`config.mk`:
```
export PLATFORM = sky130hd
export DESIGN_NAME = spiReplaySync
export DESIGN_NICKNAME = d
export VERILOG_FILES = /design/src/rtl/spiReplaySyncPkg.sv /design/src/rtl/spiReplayCtl.sv /design/src/rtl/spiReplayDp.sv /design/src/rtl/spiReplaySync.sv
export SDC_FILE = /design/constraint.sdc
export NUM_CORES = 1
export LEC_CHECK = 0
export BUFFER_PORTS_ARGS = -buffer_cell sky130_fd_sc_hd__buf_4
export CAP_MARGIN = 20
export CORE_MARGIN = 2
export CORE_UTILIZATION = 56
export CTS_CLUSTER_SIZE = 24
export DETAILED_ROUTE_END_ITERATION = 8
export PLACE_DENSITY = 0.78
export SYNTH_ARGS = -nofsm -noshare
export SYNTH_HDL_FRONTEND = slang
export SYNTH_HIERARCHICAL = 1
export SYNTH_SLANG_ARGS = --single-unit
```
`constraint.sdc`:
```
create_clock -name clk -period 2.1 [get_ports clk]
set_clock_uncertainty 0.1 [all_clocks]
set_input_delay 0.21 -clock clk [delete_from_list [all_inputs] [get_ports clk]]
set_output_delay 0.21 -clock clk [all_outputs]
set_load 0.02 [all_outputs]
```
`src/rtl/spiReplaySyncPkg.sv`:
```
package spiReplaySyncPkg;
  // Length of the read command: opcode plus address.
  localparam int CMD_BITS   = 32;
  // Leading zeros of opcode 0x03; mosi rises after this many stream clocks.
  localparam int LEAD_ZEROS = 6;
  // Number of sync channels carried by the memories.
  localparam int NUM_CH     = 2;
  // Index of the vertical channel, whose falling edge restarts the read.
  localparam int VS_CH      = 1;
  // Level of a sync output while its data is not valid.
  localparam logic SYNC_IDLE = 1'b1;

  typedef struct packed {
    logic clear;  // restart: raise chip select, empty the fill chain
    logic shift;  // stream running: fill the chain by one
  } ctlStrobe_t;
endpackage

```
`src/rtl/spiReplayCtl.sv`:
```
module spiReplayCtl
  import spiReplaySyncPkg::*;
(
  input  logic       clk,
  input  logic       rst,
  input  logic       restartReq,
  input  logic       vFall,
  output ctlStrobe_t ctl,
  output logic       csN
);
  logic clearNow;
  logic csNq;

  assign clearNow = rst | restartReq | vFall;

  // Chip select is high for exactly the cycle after a clear.
  always_ff @(posedge clk) begin
    csNq <= clearNow;
  end

  assign csN       = csNq;
  assign ctl.clear = clearNow;
  assign ctl.shift = ~csNq & ~clearNow;


  clearRaisesCs_chk: assert property (@(posedge clk) disable iff (rst)
    (restartReq || vFall) |=> csN);


  csStaysLow_chk: assert property (@(posedge clk) disable iff (rst)
    (!csN && !clearNow) |=> !csN);


  csHighOneCycle_chk: assert property (@(posedge clk) disable iff (rst)
    (csN && !clearNow) |=> !csN);
endmodule

```
`src/rtl/spiReplayDp.sv`:
```
module spiReplayDp
  import spiReplaySyncPkg::*;
(
  input  logic              clk,
  input  logic              rst,
  input  ctlStrobe_t        ctl,
  input  logic [NUM_CH-1:0] syncIn,
  output logic              mosi,
  output logic [NUM_CH-1:0] syncOut,
  output logic              vFall
);
  localparam int FILL_W = CMD_BITS + 1;

  logic [FILL_W-1:0] fill;
  logic              valid;
  logic              validPrev;
  logic              vPrev;

  // Thermometer chain: one tap shapes the command, the last marks valid data.
  always_ff @(posedge clk) begin
    if (ctl.clear) begin
      fill      <= '0;
      validPrev <= 1'b0;
    end else begin
      if (ctl.shift) fill <= {fill[FILL_W-2:0], 1'b1};
      validPrev <= valid;
    end
    vPrev <= syncIn[VS_CH];
  end

  assign mosi  = fill[LEAD_ZEROS-1];
  assign valid = fill[CMD_BITS];

  for (genvar i = 0; i < NUM_CH; i++) begin : g_ch
    assign syncOut[i] = valid ? syncIn[i] : SYNC_IDLE;
  end

  assign vFall = valid & validPrev & vPrev & ~syncIn[VS_CH];


  mosiHold_chk: assert property (@(posedge clk) disable iff (rst)
    (mosi && !ctl.clear) |=> mosi);


  mosiLowAfterClear_chk: assert property (@(posedge clk) disable iff (rst)
    ctl.clear |=> !mosi);


  validAfterCmd_chk: assert property (@(posedge clk) disable iff (rst)
    valid |-> mosi);


  noEarlyFall_chk: assert property (@(posedge clk) disable iff (rst)
    $rose(valid) |-> !vFall);
endmodule

```
`src/rtl/spiReplaySync.sv`:
```
module spiReplaySync
  import spiReplaySyncPkg::*;
(
  input  logic clk,
  input  logic rst,
  input  logic restartReq,
  input  logic hData,
  input  logic vData,
  output logic csN,
  output logic mosi,
  output logic hSync,
  output logic vSync
);
  ctlStrobe_t        ctl;
  logic              vFall;
  logic [NUM_CH-1:0] syncIn;
  logic [NUM_CH-1:0] syncOut;

  assign syncIn = {vData, hData};

  spiReplayCtl u_ctl (
    .clk        (clk),
    .rst        (rst),
    .restartReq (restartReq),
    .vFall      (vFall),
    .ctl        (ctl),
    .csN        (csN)
  );

  spiReplayDp u_dp (
    .clk     (clk),
    .rst     (rst),
    .ctl     (ctl),
    .syncIn  (syncIn),
    .mosi    (mosi),
    .syncOut (syncOut),
    .vFall   (vFall)
  );

  assign hSync = syncOut[0];
  assign vSync = syncOut[VS_CH];
endmodule

```
==> out/metrics.cfg <==
[finish]
fillers = 188
finish.utilization_pct = 63.29
layout.nets = 133
antenna_cells = 0
syn2layout_area_growth_pct = 7.389
drive_gt1_share_pct = 14.06
multi_input_area_um2 = 493.0
regArea_um2 = 720.7

[yosys]
syn_nets = 123
synth_most_common_cell = dfxtp_1
synth_common_cells = 36 x dfxtp_1, 35 x nor2_1, 32 x mux2i_1
synth.area.top_cells = dfxtp_1 55%, mux2i_1 25%, nor2_1 10%
yosys.area.top_type = dfxtp_1
synth_edf_count = 0
post-synth-top-area-fraction_pct = 55.28
synthCells = 118
synthArstFlopShare_pct = 0
syn_avg_cell_area_um2 = 11.05
netlist-cell-type-count = 13
netlist_area_um2 = 1304
ys.flop_type = dfxtp_1
yosysSeqAreaShare_pct = 55.28
yosysWarningCount = 6
ys_ff_latch = 36

[global_routing]
antenna_found_initial = 0
grt.total_usage_pct = 16.41
grt_overflow = 0
grt_pass1_wl_mm = 3.091
grt_start_max_net_pins = 34
grt_pass1_vias = 751

[pwr]
pwr-share-comb_pct = 3.9
leakage_nw = 0.4612
clkPwrFrac_pct = 30.8
p_int_mw = 0.8266
seq_power_share_pct = 65.3
p_sw_mw = 0.2231
vdd_drop_max_v = 0.0006459
switching_share_pct = 21.25
powerDensity_nw_per_um2 = 749.7

[setup_path]
cp-end-kind = flip-flop
r2r-start = u_dp/fill[32]
crit_path_frequent_cell = nor2_1
worstSetupPathType = in2reg
cpPeakStageDelay_ns = 0.53
cp.required_ns = 2.22
crit_fanout = 33
r2r_cells = 6
slowest_stage = dlygate4sd3_1
rrSetupSlack_ns = 0.57
path_buf_inv = 3
timing.rr.end = u_dp/fill[16]
critPathArrivalTime_ns = 1.84
crit_chain = dlygate4sd3_1 -> buf_4 -> nand2b_1 -> nor2_1 -> nor4_2 -> buf_12 -> mux2i_1 -> nor2_1
start_kind = input port
cp_top_family = buffers and inverters

[clock_network]
clockBufferDepth = 2
htree_num_levels = 2
cts_resized = 0
post_cts_buffers = 0
numCtsBuffers = 5
path_clk_slew_ns = 0.09
cts_tree = built
insertion_delay_ns = 0.32
cts_sinks = 36
cts_root_buf = clkbuf_4

[placed_design]
numPortBuffers = 8
dp_hpwl_mm = 1.194
gp_congestion = 0.6492

[drt]
drc = 0
first_iter_violations = 8
dr.pass1.iters = 4
vias = 771
wl_per_cell_um = 11.50
wl_mm = 1.794
vias_per_cell = 4.942
ant_nets = 0

[floorplanning]
core_um2 = 2212
start_util_pct = 58.94
die_area_um2 = 2730
pin_count = 9
die_w_um = 52.25
die_h_um = 52.25
rows = 17

[timing]
finalSetupTns_ns = 0
setup_violations = 0
max_freq_mhz = 582.2
slew_headroom_pct = 78.00
period_share_pct = 81.79
hold_viol = 0
worst_pin_slew_ns = 0.3273
whs_ns = 0.2806
drv_slew = 0
period_needed_ns = 1.718
rsz0062_at_grt = false

[hold_path]
min_path_cells = 3
hold_end = u_ctl/csN
hp-start = rst
worstHoldPathType = in2reg

[outcome]
status = completed

[job]
cap_violations = 0

[how the worst max path moves through the flow]
stage	start	end	slack, ns	depth (start not counted)
5_1_grt	vData	u_dp/fill[29]	0.28	8
3_3_place_gp	u_dp/fill[32]	u_dp/fill[13]	0.64	6
3_5_place_dp	u_dp/fill[32]	u_dp/fill[31]	0.58	6
2_1_floorplan	u_dp/fill[32]	u_dp/fill[10]	0.48	7
4_1_cts	vData	u_dp/fill[31]	0.39	8
6_report	vData	u_dp/fill[16]	0.38	8
[state kept, by name, summed over array words and instances, names as in the netlist]
| signal | count |
|---|---|
| u_dp/vPrev | 1 |
| u_dp/fill | 33 |
| u_ctl/csN | 1 |
| u_dp/validPrev | 1 |
[cell families after synthesis]
kind of cell	share of synthesized area (%)
simple gates	12.76
buf+inv	7.390
flops	55.28
mux	24.57
[area by class of cell]
cell class	count	share of cell area, %
Sequential cell	36	51.47
Multi-Input combinational cell	73	35.21
Timing Repair Buffer	12	7.507
Clock buffer	6	2.949
Tap cell	28	2.502
Clock inverter	1	0.3575
[per-layer routing]
layer	share of wire (%)	GRT usage [%]	vias up
met4	2.5	11.54	0
met1	47	17.43	349
met2	47	26.79	14
met5	0	0	-
li1	-	-	404
met3	3.8	6.000	4
[worst reg2reg max path, cell delays in order, from the launching register on]
cell and delay (ns):
dfxtp_1 0.34, nand2b_1 0.09, nor2_1 0.07, nor4_2 0.24
buf_12 0.29, mux2i_1 0.24, nor2_1 0.05
[cell usage in the layout (no fill, tap or decap)]
cell            n
dfxtp_1        36
nor2_1         35
mux2i_1        32
buf_4          10
clkbuf_4        5
nand2b_1        2
clkinv_2        1
clkbuf_1        1
dlygate4sd3_1   1
or3_1           1
nor4_2          1
nand2_1         1
nor2b_1         1
buf_12          1
[power by group through the flow]
stage / Clock (mW) / Sequential [mW] / Combinational (mW)
finish: 0.324 / 0.686 / 0.0405
CTS: 0.334 / 0.686 / 0.0410
global route: 0.361 / 0.686 / 0.0437
floorplan: 0 / 0.702 / 0.0317
global placement: 0 / 0.701 / 0.0384
detailed placement: 0 / 0.702 / 0.0395
[per-stage QoR]
step                      total power [mW]  cells  setup WS [ns]  instance area, µm²
after global routing                 1.091    156         0.2825                1400
after detailed placement            0.7411    148         0.5809                1344
after CTS                            1.061    156         0.3933                1400
after floorplan                     0.7340    118         0.4799                1304
after global placement              0.7398    148         0.6374                1344
final                                1.050    156         0.3824                1400
[timing repair]
item / CTS / global route
endpoints found under the hold margin: 1 / 0
setup endpoints to repair: 0 / 0
hold buffers: 1 / 0
Note: power is estimated with default switching activity, not from simulation.
